$ cat src/rtl/atmr_pkg.sv
package atmr_pkg;

  localparam int unsigned REG_IDX_W = 3;
  localparam int unsigned REG_NUM   = 1 << REG_IDX_W;
  localparam int unsigned IDX_LSB   = 2;

  typedef enum logic [REG_IDX_W-1:0] {
    RIDX_COUNT  = 3'd0,
    RIDX_PRESET = 3'd1,
    RIDX_EN_CLR = 3'd2,
    RIDX_EN_SET = 3'd3,
    RIDX_STATUS = 3'd4,
    RIDX_ENABLE = 3'd5,
    RIDX_ST_CLR = 3'd6,
    RIDX_ST_SET = 3'd7
  } reg_idx_e;

  typedef struct packed {
    logic cnt_wr;
    logic pre_wr;
    logic en_clr;
    logic en_set;
    logic st_clr;
    logic st_set;
  } wr_strb_t;

endpackage

$ cat src/rtl/atmr_rst_sync.sv
module atmr_rst_sync #(
  parameter int unsigned STAGES = 2
) (
  input  logic clk,
  input  logic rst_n,
  output logic rst_sync_n
);

  logic [STAGES-1:0] chain_q;
  logic [STAGES-1:0] chain_d;

  always_comb begin
    chain_d = {chain_q[STAGES-2:0], 1'b1};
  end

  always_ff @(posedge clk or negedge rst_n) begin
    if (!rst_n) begin
      chain_q <= '0;
    end else begin
      chain_q <= chain_d;
    end
  end

  assign rst_sync_n = chain_q[STAGES-1];

endmodule

$ cat src/rtl/atmr_regdec.sv
module atmr_regdec
  import atmr_pkg::*;
#(
  parameter int unsigned ADDR_W = 5,
  parameter int unsigned DATA_W = 32,
  parameter int unsigned CNT_W  = 16
) (
  input  logic              wr_en_i,
  input  logic [ADDR_W-1:0] addr_i,
  input  logic [DATA_W-1:0] wdata_i,
  input  logic [CNT_W-1:0]  cnt_q_i,
  input  logic [CNT_W-1:0]  pre_q_i,
  input  logic              stat_q_i,
  input  logic              en_q_i,
  output wr_strb_t          strb_o,
  output logic [DATA_W-1:0] rdata_o
);

  reg_idx_e           idx;
  logic [REG_NUM-1:0] sel;

  assign idx = reg_idx_e'(addr_i[IDX_LSB +: REG_IDX_W]);

  // One select line per register slot
  for (genvar g = 0; g < REG_NUM; g++) begin : g_sel
    assign sel[g] = wr_en_i && (idx == reg_idx_e'(g));
  end

  always_comb begin
    strb_o        = '0;
    strb_o.cnt_wr = sel[RIDX_COUNT];
    strb_o.pre_wr = sel[RIDX_PRESET];
    strb_o.en_clr = sel[RIDX_EN_CLR] & wdata_i[0];
    strb_o.en_set = sel[RIDX_EN_SET] & wdata_i[0];
    strb_o.st_clr = sel[RIDX_ST_CLR] & wdata_i[0];
    strb_o.st_set = sel[RIDX_ST_SET] & wdata_i[0];
  end

  always_comb begin
    rdata_o = '0;
    unique case (idx)
      RIDX_COUNT:  rdata_o[CNT_W-1:0] = cnt_q_i;
      RIDX_PRESET: rdata_o[CNT_W-1:0] = pre_q_i;
      RIDX_STATUS: rdata_o[0]         = stat_q_i;
      RIDX_ENABLE: rdata_o[0]         = en_q_i;
      default:     rdata_o            = '0;
    endcase
  end

endmodule

$ cat src/rtl/atmr_counter.sv
module atmr_counter #(
  parameter int unsigned CNT_W = 16
) (
  input  logic             clk,
  input  logic             rst_n,
  input  logic             tick_i,
  input  logic             cnt_wr_i,
  input  logic             pre_wr_i,
  input  logic [CNT_W-1:0] wdata_i,
  output logic [CNT_W-1:0] cnt_q_o,
  output logic [CNT_W-1:0] pre_q_o,
  output logic             zero_evt_o
);

  logic [CNT_W-1:0] cnt_q, cnt_d;
  logic [CNT_W-1:0] pre_q, pre_d;
  logic             cnt_ce, pre_ce;
  logic             at_zero;

  assign at_zero    = (cnt_q == '0);
  assign zero_evt_o = tick_i & at_zero;

  always_comb begin
    cnt_ce = cnt_wr_i | tick_i;
    cnt_d  = cnt_q;
    if (cnt_wr_i) begin
      cnt_d = wdata_i;
    end else if (zero_evt_o) begin
      cnt_d = pre_q;
    end else if (tick_i) begin
      cnt_d = cnt_q - 1'b1;
    end
  end

  always_comb begin
    pre_ce = pre_wr_i;
    pre_d  = wdata_i;
  end

  always_ff @(posedge clk or negedge rst_n) begin
    if (!rst_n) begin
      cnt_q <= '0;
    end else if (cnt_ce) begin
      cnt_q <= cnt_d;
    end
  end

  always_ff @(posedge clk or negedge rst_n) begin
    if (!rst_n) begin
      pre_q <= '0;
    end else if (pre_ce) begin
      pre_q <= pre_d;
    end
  end

  assign cnt_q_o = cnt_q;
  assign pre_q_o = pre_q;

  AST_CNT_DECREMENT: assert property (@(posedge clk) disable iff (!rst_n)
    (tick_i && !cnt_wr_i && cnt_q != '0) |=> (cnt_q == $past(cnt_q) - 1'b1));
  AST_CNT_HOLD: assert property (@(posedge clk) disable iff (!rst_n)
    (!tick_i && !cnt_wr_i) |=> $stable(cnt_q));
  AST_CNT_RELOAD: assert property (@(posedge clk) disable iff (!rst_n)
    (tick_i && !cnt_wr_i && cnt_q == '0) |=> (cnt_q == $past(pre_q)));
  AST_SW_WRITE_WINS: assert property (@(posedge clk) disable iff (!rst_n)
    cnt_wr_i |=> (cnt_q == $past(wdata_i)));

endmodule

$ cat src/rtl/atmr_flags.sv
module atmr_flags (
  input  logic clk,
  input  logic rst_n,
  input  logic evt_i,
  input  logic st_set_i,
  input  logic st_clr_i,
  input  logic en_set_i,
  input  logic en_clr_i,
  output logic stat_q_o,
  output logic en_q_o,
  output logic irq_o
);

  logic stat_q, stat_d, stat_ce;
  logic en_q, en_d, en_ce;

  // Status: any set source beats the clear strobe
  always_comb begin
    stat_ce = evt_i | st_set_i | st_clr_i;
    stat_d  = evt_i | st_set_i;
  end

  // Enable: clear beats set
  always_comb begin
    en_ce = en_set_i | en_clr_i;
    en_d  = en_set_i & ~en_clr_i;
  end

  always_ff @(posedge clk or negedge rst_n) begin
    if (!rst_n) begin
      stat_q <= 1'b0;
    end else if (stat_ce) begin
      stat_q <= stat_d;
    end
  end

  always_ff @(posedge clk or negedge rst_n) begin
    if (!rst_n) begin
      en_q <= 1'b0;
    end else if (en_ce) begin
      en_q <= en_d;
    end
  end

  assign stat_q_o = stat_q;
  assign en_q_o   = en_q;
  assign irq_o    = stat_q & en_q;

  AST_EVT_SETS_STATUS: assert property (@(posedge clk) disable iff (!rst_n)
    evt_i |=> stat_q);
  AST_ST_SET: assert property (@(posedge clk) disable iff (!rst_n)
    st_set_i |=> stat_q);
  AST_ST_CLR: assert property (@(posedge clk) disable iff (!rst_n)
    (st_clr_i && !evt_i && !st_set_i) |=> !stat_q);
  AST_ST_HOLD: assert property (@(posedge clk) disable iff (!rst_n)
    (!st_clr_i && !evt_i && !st_set_i) |=> $stable(stat_q));
  AST_EN_CLR_WINS: assert property (@(posedge clk) disable iff (!rst_n)
    en_clr_i |=> !en_q);
  AST_EN_SET: assert property (@(posedge clk) disable iff (!rst_n)
    (en_set_i && !en_clr_i) |=> en_q);
  AST_EN_HOLD: assert property (@(posedge clk) disable iff (!rst_n)
    (!en_set_i && !en_clr_i) |=> $stable(en_q));

endmodule

$ cat src/rtl/atmr_alarm_timer.sv
module atmr_alarm_timer
  import atmr_pkg::*;
#(
  parameter int unsigned ADDR_W      = 5,
  parameter int unsigned DATA_W      = 32,
  parameter int unsigned CNT_W       = 16,
  parameter int unsigned SYNC_STAGES = 2
) (
  input  logic              clk,
  input  logic              rst_n,
  input  logic              tick_i,
  input  logic              wr_en_i,
  input  logic [ADDR_W-1:0] addr_i,
  input  logic [DATA_W-1:0] wdata_i,
  output logic [DATA_W-1:0] rdata_o,
  output logic              irq_o
);

  logic             rst_sync_n;
  wr_strb_t         strb;
  logic [CNT_W-1:0] cnt_q, pre_q;
  logic             zero_evt;
  logic             stat_q, en_q;

  atmr_rst_sync #(.STAGES(SYNC_STAGES)) u_rst_sync (
    .clk        (clk),
    .rst_n      (rst_n),
    .rst_sync_n (rst_sync_n)
  );

  atmr_regdec #(.ADDR_W(ADDR_W), .DATA_W(DATA_W), .CNT_W(CNT_W)) u_regdec (
    .wr_en_i  (wr_en_i),
    .addr_i   (addr_i),
    .wdata_i  (wdata_i),
    .cnt_q_i  (cnt_q),
    .pre_q_i  (pre_q),
    .stat_q_i (stat_q),
    .en_q_i   (en_q),
    .strb_o   (strb),
    .rdata_o  (rdata_o)
  );

  atmr_counter #(.CNT_W(CNT_W)) u_counter (
    .clk        (clk),
    .rst_n      (rst_sync_n),
    .tick_i     (tick_i),
    .cnt_wr_i   (strb.cnt_wr),
    .pre_wr_i   (strb.pre_wr),
    .wdata_i    (wdata_i[CNT_W-1:0]),
    .cnt_q_o    (cnt_q),
    .pre_q_o    (pre_q),
    .zero_evt_o (zero_evt)
  );

  atmr_flags u_flags (
    .clk      (clk),
    .rst_n    (rst_sync_n),
    .evt_i    (zero_evt),
    .st_set_i (strb.st_set),
    .st_clr_i (strb.st_clr),
    .en_set_i (strb.en_set),
    .en_clr_i (strb.en_clr),
    .stat_q_o (stat_q),
    .en_q_o   (en_q),
    .irq_o    (irq_o)
  );

  AST_RO_STATUS_WRITE: assert property (@(posedge clk) disable iff (!rst_sync_n)
    (wr_en_i && addr_i[4:2] == 3'd4 && !zero_evt) |=> $stable(stat_q));
  AST_RO_ENABLE_WRITE: assert property (@(posedge clk) disable iff (!rst_sync_n)
    (wr_en_i && addr_i[4:2] == 3'd5) |=> $stable(en_q));

endmodule

$ cat config.mk
export PLATFORM = sky130hd
export DESIGN_NAME = atmr_alarm_timer
export DESIGN_NICKNAME = d
export VERILOG_FILES = /design/src/rtl/atmr_pkg.sv /design/src/rtl/atmr_rst_sync.sv /design/src/rtl/atmr_regdec.sv /design/src/rtl/atmr_counter.sv /design/src/rtl/atmr_flags.sv /design/src/rtl/atmr_alarm_timer.sv
export SDC_FILE = /design/constraint.sdc
export NUM_CORES = 1
export LEC_CHECK = 0
export BUFFER_PORTS_ARGS = -buffer_cell sky130_fd_sc_hd__buf_2
export CORE_MARGIN = 5
export CORE_UTILIZATION = 40
export DETAILED_ROUTE_END_ITERATION = 10
export PLACE_DENSITY = 0.75
export SLEW_MARGIN = 15
export SYNTH_ARGS = -nofsm -noshare
export SYNTH_HDL_FRONTEND = slang
export SYNTH_SLANG_ARGS = --single-unit
$ cat constraint.sdc
create_clock -name clk -period 2 [get_ports clk]
set_input_delay 0.4 -clock clk [delete_from_list [all_inputs] [get_ports clk]]
set_output_delay 0.4 -clock clk [all_outputs]
set_load 0.01 [all_outputs]
# Yosys cells after proc, flatten, opt, wreduce, memory -nomap -nowiden

Cells that the tools add are included.

Add/subtract/negate cells: 1
Equal/unequal tests: 7
Muxes and demuxes: 5
Bitwise logic cells: 12
Reduce and logical (&&, ||, !) cells: 10

Operators by type and width:

| kind                                                                 | number |
|---|---|
| 16-bit 2-to-1 mux                                                    | 3 |
| 15-bit one-hot mux with 2 select lines                               | 1 |
| 16-bit zero test                                                     | 1 |
| 16-bit by 1-bit subtractor with 16-bit output, second input constant | 1 |
| 3-bit == test, second input constant                                 | 4 |
| 1-bit bitwise AND                                                    | 7 |
| 3-bit by 2-bit == test with 1-bit output, second input constant      | 2 |
| 1-bit logical AND                                                    | 6 |
| 1-bit bitwise OR                                                     | 4 |
| 1-bit one-hot mux with 4 select lines                                | 1 |
| 3-bit by 1-bit == test with 1-bit output, second input constant      | 1 |
| 3-bit zero test                                                      | 1 |
| 3-bit nonzero test                                                   | 1 |
| 2-bit AND reduction                                                  | 1 |
| 1-bit inverter                                                       | 1 |

Bits in registers: 36
Bits of input ports: 41

# Depth between registers and ports, before layout

Gate-level depths: netlist of the first run.

Depth in word-level cells: 5
Gate-level depth with buffers: 8
Depth with buffers taken out: 7

# Hierarchy

A second synthesis of the first run with hierarchy kept.

Cells, all modules: 247
Area total of the unflattened synthesis: 2332.2 um2

Modules (own cells, without submodules):

| module        | times used | cells an instance | area an instance (um2) |
|---|---|---|---|
| atmr_counter  | 1          | 172               | 1731.7 |
| atmr_regdec   | 1          | 64                | 469.2 |
| atmr_flags    | 1          | 8                 | 77.6 |
| atmr_rst_sync | 1          | 3                 | 53.8 |

# Worst setup path before layout of the first run

OpenSTA, ideal clock, no wires.

Kind: input-to-reg
Start: input addr_i[2]
End: register u_counter.pre_q[0], in the netlist u_counter.pre_q_o[0]
Data arrival time: 1.844 ns
Setup slack: 0.031 ns
Stages on the path: 5
Buffers on the path: 2
Cell sequence: buf_1 > nand2_1 > nor2_1 > buf_2 > mux2_2

Cells in the longest elaborated chain, start to end: 2

Ends and longest elaborated chain:

| element                                  | RTL line               | RTL |
|---|---|---|
| start, declared                          | atmr_alarm_timer.sv:13 | `input logic [ADDR_W-1:0] addr_i,` |
| 3-bit by 1-bit == test with 1-bit output | atmr_regdec.sv:26      | `assign sel[g] = wr_en_i && (idx == reg_idx_e'(g));` |
| 1-bit logical AND                        | atmr_regdec.sv:26      |  |
| end signal, assigned                     | atmr_counter.sv:52     | `pre_q <= pre_d;` |
| end, declared                            | atmr_counter.sv:16     | `logic [CNT_W-1:0] pre_q, pre_d;` |

Every way passes these cells.
A chain may end at the register's enable or synchronous reset.

# Worst setup path after layout of the first run

Start: register u_counter.cnt_q[0], in the netlist u_counter.cnt_q_o[0]
End: output rdata_o[0]

Cells in the longest elaborated chain, start to end: 1

Ends and longest elaborated chain:

| element                               | RTL line               | RTL |
|---|---|---|
| start, declared                       | atmr_counter.sv:15     | `logic [CNT_W-1:0] cnt_q, cnt_d;` |
| start signal, assigned                | atmr_counter.sv:44     | `cnt_q <= cnt_d;` |
| 1-bit one-hot mux with 4 select lines | atmr_regdec.sv:41      | `unique case (idx)` |
| end, declared                         | atmr_alarm_timer.sv:15 | `output logic [DATA_W-1:0] rdata_o,` |

Every way passes these cells.

==> out/metrics.csv, run 1 <==
metric;value;unit
status;completed;
grt_pass1_wl;9830;um
finalWirelength;5740;um
path_clk_slew;80;ps
synth_cell_types;38;
placed_cell_area;2630;um^2
tightest_slew;999;ps
cp_num_buf_inv;2;
power_frac_seq;0.405;
setup_tns;0;ps
track_usage;0.168;
vias;1986;
gr-total-overflow;0;
fp-row-count;27;
portBuffers;39;
finalClockSkew;8.69;ps
setup_viol;0;
drt_first_pass_iters;4;
drc_errors;0;
maxSlewHeadroom;0.332;
grt_pass1_vias;2067;
die_area;7370;um^2
ys_async_sr_fraction;1.00;
cts-root-buf;clkbuf_8;
hold_class;flop to async pin;
holdWs;268;ps
p_sw;1110;uW
ant_nets;0;
fp.dieH;85.8;um
drive_above_1_share;0.328;
cap_violations;0;
fmax;0.516;GHz
pin_count;74;
crit_chain;buf_6, mux4_2, nor2b_1, buf_2;
crit_arrival;1540;ps
required;1600;ps
syn_area;2300;um^2
fp.dieW;85.8;um
synth-edff-count;0;
clock_latency;290;ps
fin_area;2800;um^2
h-tree-depth;2;
gp_congestion;0.881;
nets;340;
power.share.clock;0.184;
regArea;901;um^2
core_area;5540;um^2
synthCells;245;
ys_ff_latch;36;
p_sw_frac;0.376;
grt_start_max_net_pins;35;
synth.area.top_cells;dfrtp_1, mux2_2, mux2i_1;
comb_power_share;0.412;
first_iter_violations;172;
dp_hpwl;4040;um
diodes;0;
critPathTopFamily;multiplexers;
critPathMaxFanout;4;
avgViaCountPerCell;5.35;
yosysWarningCount;0;
maxSlewViolCount;0;
area_delta_synth_final;21.5;%
crit_path_start_kind;flop;
end_kind;output port;
period_share;0.969;
crit_type;flop to output port;
powerDensity;1060;nW/um^2
multi_input_comb_area;1320;um^2
numCtsBuffers;5;
synth-seq-area-share;0.392;
p_int;1850;uW
antenna_found_initial;0;
synth_top_cell_by_area;dfrtp_1;
post_drt_wl_per_cell;15.5;um
hold_viol;0;
cts.sinks;36;
cp.depth;4;
cts_tree;built;
synth.top_cell.area_share;0.392;
r2r_cells;5;
synth_ff_type;dfrtp_1;
slowest_stage;mux4_2;
cpPeakStageDelay;430;ps
fillCellCount;528;
avgSynthCellArea;9.39;um^2
leakagePower;0.00127;uW
ir_drop;0.480;mV
period_minus_slack;1940;ps
initial_utilization;0.415;
ctsLongestPathBuffers;2;
[timing repair]
item	4_1_cts	5_1_grt
hold buffers	1	0
hold endpoints to repair	2	0
buffers inserted	0	1
pin swaps	0	2
endpoints found under the setup margin	3	11
gates resized for setup	2	13
[layout by cell type, fill, tap and decap left out, types with 2 or more instances in the layout]
cell / count
nor4_1: 2
nor3_2: 2
xor2_1: 3
nor2_1: 25
inv_1: 2
o211ai_1: 6
o21ai_0: 15
mux2i_1: 16
buf_2: 39
buf_4: 19
nand3_1: 3
o21ai_1: 5
a21oi_1: 16
nor2b_1: 2
or4_4: 2
dfrtp_1: 36
nor3_1: 5
o21a_1: 2
xnor2_1: 7
nor3b_1: 13
or3_1: 2
conb_1: 17
nand4_1: 3
clkbuf_8: 6
mux2_2: 17
nor4_4: 3
clkbuf_1: 2
inv_2: 2
nand2_1: 14
[logic make-up after synthesis]
kind of cell	synth area share
simple gates	0.205
xor+xnor	0.0381
compound gates	0.108
flops	0.392
buf+inv	0.0854
other cells	0.00327
fa+ha+maj	0.00544
mux	0.163
[area by class of cell]
class	instances	area share
Tap cell	72	0.0322
Multi-Input combinational cell	190	0.472
Timing Repair Buffer	61	0.136
Clock buffer	8	0.0322
Inverter	4	0.00537
Sequential cell	36	0.322
[metal layers]
| metal | wire length, um | vias up | track usage |
|---|---|---|---|
| met5 | 0 | - | 0 |
| met2 | 2680 | 72 | 0.276 |
| met3 | 386 | 7 | 0.0384 |
| met4 | 88 | 0 | 0.0604 |
| li1 | - | 946 | - |
| met1 | 2580 | 961 | 0.216 |
[stage by stage]
stage | utilization | setup slack [ps] | total power, uW | std cells
2_1_floorplan | - | 30.9 | 1950 | 260
3_3_place_gp | 0.474 | 24.9 | 2260 | 361
3_5_place_dp | 0.474 | -96.2 | 2320 | 361
4_1_cts | 0.493 | 5.71 | 2880 | 370
5_1_grt | 0.505 | -1.13 | 3200 | 371
6_report | 0.505 | 61.4 | 2960 | 371
[worst paths after layout]
kind	startpoint	to	slack, ps
worst min register to register	u_rst_sync.chain_q[1]$_DFF_PN0_	u_counter.pre_q_o[5]$_DFFE_PN0P_	270
min in group clk	wdata_i[2]	u_counter.cnt_q_o[2]$_DFFE_PN0P_	330
worst max-delay path	u_counter.cnt_q_o[0]$_DFFE_PN0P_	rdata_o[0]	60
worst max register to register	u_counter.cnt_q_o[4]$_DFFE_PN0P_	u_counter.cnt_q_o[12]$_DFFE_PN0P_	90
worst min-delay path	u_rst_sync.chain_q[1]$_DFF_PN0_	u_counter.pre_q_o[5]$_DFFE_PN0P_	270
max in group asynchronous	u_rst_sync.chain_q[1]$_DFF_PN0_	u_counter.cnt_q_o[6]$_DFFE_PN0P_	1410
[flip-flops by register name (all words and copies together) (netlist names)]
signal and cells:
u_flags.stat_q_o 1, u_counter.pre_q_o 16, u_rst_sync.chain_q 2, u_counter.cnt_q_o 16, u_flags.en_q_o 1
[Yosys cell counts (all sizes together), types with 6 or more instances]
library cell / instances
nand2: 14
nor2: 25
xnor2: 7
dfrtp: 36
o21ai: 20
nor3: 7
clkbuf: 8
o211ai: 6
mux2: 17
a21oi: 16
buf: 22
nor3b: 15
mux2i: 16
[power groups by stage]
| stage | combinational [uW] | clock [uW] | sequential, uW |
|---|---|---|---|
| 6_report | 1220 | 545 | 1200 |
| 5_1_grt | 1370 | 587 | 1240 |
| 4_1_cts | 1150 | 552 | 1170 |
| 3_5_place_dp | 1140 | 0 | 1190 |
| 3_3_place_gp | 1100 | 0 | 1160 |
| 2_1_floorplan | 768 | 0 | 1180 |
No activity file was read; power rests on OpenSTA's default activity.
==> inputs of run 2 (changes only) <==
--- a/config.mk
+++ b/config.mk
@@ -13,4 +13,5 @@
 export SLEW_MARGIN = 15
 export SYNTH_ARGS = -nofsm -noshare
 export SYNTH_HDL_FRONTEND = slang
+export SYNTH_HIERARCHICAL = 1
 export SYNTH_SLANG_ARGS = --single-unit
==> run 2 against run 1 <==
  * The run now ends with negative setup slack left
  * Critical endpoint is now u_counter/cnt_q_o[12]$_DFFE_PN0P_
  * Combinational power is 15% higher
  * Via count increased by 1.2%
  * Sequential power fell by 3%
  * Highest routed layer unchanged
  * Largest power group unchanged
==> out/metrics.csv, run 2 <==
metric;value;unit
status;complete, but fails checks;
violations;negative setup slack;
period_share;1.05;
dp_hpwl;4180;um
vias;2009;
routed-wl-met2;3210;um
critPathMaxFanout;3;
path_clk_slew;70;ps
fmax;0.478;GHz
antenna_found_initial;0;
route.met3.wl;296;um
syn_area;2330;um^2
setup_viol;6;
hold_class;flop to async pin;
powerDensity;1010;nW/um^2
avgSynthCellArea;9.44;um^2
leakagePower;0.00141;uW
ir_drop;0.509;mV
regArea;901;um^2
dr.max_layer_used;met4;
finalWirelength;6300;um
maxSlewViolCount;0;
synth.area.top_cells;dfrtp_1, mux2_2, mux2i_1;
area_delta_synth_final;32.3;%
multi_input_comb_area;1450;um^2
synth_most_common_cell;dfrtp_1;
h-tree-depth;2;
layout_commonest_cell;buf_2;
setup_slack;-93.4;ps
synth_ff_type;dfrtp_1;
fillCellCount;516;
layout_common_cells;buf_2, dfrtp_1, buf_4, nor2_1, conb_1;
rsz0062_at_grt;yes;
synth_top_cell_by_area;dfrtp_1;
crit_type;flop to flop;
gp_congestion;0.826;
ctsLongestPathBuffers;2;
ys_top_cells_by_count;dfrtp_1, nor2_1, buf_4;
fp.dieW;86.4;um
pin_count;74;
fp.dieH;86.4;um
required;2180;ps
synth-seq-area-share;0.386;
fp-row-count;27;
first_iter_violations;136;
yosysWarningCount;6;
ys_async_sr_fraction;1.00;
synth-edff-count;0;
crit_path_start;u_counter/cnt_q_o[0]$_DFFE_PN0P_;
finalClockSkew;6.07;ps
cts_tree;built;
cap_violations;0;
drt_first_pass_iters;4;
gr-total-overflow;0;
grt_start_max_net_pins;35;
cts.sinks;36;
drive_above_1_share;0.444;
regToRegStartpoint;u_counter/cnt_q_o[0]$_DFFE_PN0P_;
avgViaCountPerCell;5.19;
drc_errors;0;
grt_pass1_wl;9950;um
m1WireLength;2700;um
dp_slack;-108;ps
nets;356;
synth.top_cell.area_share;0.386;
period_minus_slack;2090;ps
cts-root-buf;clkbuf_8;
crit_arrival;2270;ps
diodes;0;
post_drt_wl_per_cell;16.3;um
clock_latency;290;ps
portBuffers;39;
crit_path_start_kind;flop;
initial_utilization;0.418;
tightest_slew;1020;ps
ys_ff_latch;36;
synth_cell_types;43;
die_area;7460;um^2
maxSlewHeadroom;0.318;
end_kind;flop;
ant_nets;0;
grt_pass1_vias;2051;
place_inst;373;
synthCells;247;
core_area;5570;um^2
hold_viol;0;
track_usage;0.168;
stdcell_count;387;
numCtsBuffers;5;
[run 2: metal layers]
metal / vias up / GRT usage
met3: 9 / 0.0390
met4: 0 / 0.0439
met2: 57 / 0.282
met5: - / 0
met1: 975 / 0.216
li1: 968 / -
[run 2: logic make-up after synthesis]
| family | Yosys count | synth area share |
|---|---|---|
| fa+ha+maj | 1 | 0.00536 |
| simple gates | 89 | 0.204 |
| other cells | 2 | 0.00322 |
| buf+inv | 36 | 0.104 |
| compound gates | 38 | 0.0960 |
| xor+xnor | 12 | 0.0451 |
| flops | 36 | 0.386 |
| mux | 33 | 0.156 |
[run 2: critical path: stages, from the launching register on]
cell and delay, ps:
dfrtp_1 390, inv_2 80, ha_4 130, or3b_4 400, nor4b_4 270, nand2_1 130
mux2_4 320, mux2_2 260
[run 2: area by class of cell]
| cell class | instances | area share |
|---|---|---|
| Multi-Input combinational cell | 190 | 0.469 |
| Sequential cell | 36 | 0.292 |
| Timing Repair Buffer | 74 | 0.167 |
| Tap cell | 72 | 0.0292 |
| Clock buffer | 6 | 0.0268 |
| Inverter | 7 | 0.0126 |
| Clock inverter | 2 | 0.00324 |
[run 2: path summary, 6_finish.rpt]
path	to	slack, ps	cells after the start
worst min register to register	u_counter/cnt_q_o[1]$_DFFE_PN0P_	270	1
max in group asynchronous	u_counter/pre_q_o[2]$_DFFE_PN0P_	1390	1
worst max register to register	u_counter/cnt_q_o[12]$_DFFE_PN0P_	-90	7
worst max-delay path	u_counter/cnt_q_o[12]$_DFFE_PN0P_	-90	7
min in group clk	u_counter/pre_q_o[9]$_DFFE_PN0P_	350	2
worst min-delay path	u_counter/cnt_q_o[1]$_DFFE_PN0P_	270	1
[run 2: per-stage QoR]
step                TNS, ps  power, uW  cell area, um^2   util  hold WS [ps]
finish                 -249       3100             3090  0.554           271
global route          -1490       3320             3090  0.554           342
CTS                    -207       2980             2920  0.523           294
detailed placement     -470       2350             2700  0.485           187
global placement       -247       2290             2700  0.485           186
floorplan              -101       1920             2390      -           104
[run 2: report_power, final]
group / internal (uW) / switching (uW) / total (uW)
Sequential: 941 / 217 / 1160
Clock: 275 / 273 / 548
Combinational: 726 / 673 / 1400
[run 2: repair_timing]
item,CTS,global route
hold buffers,1,0
buffers inserted,3,2
setup endpoints to repair,13,17
pin swaps,4,7
resized for setup,24,36
endpoints found under the hold margin,2,0
cloned,1,0
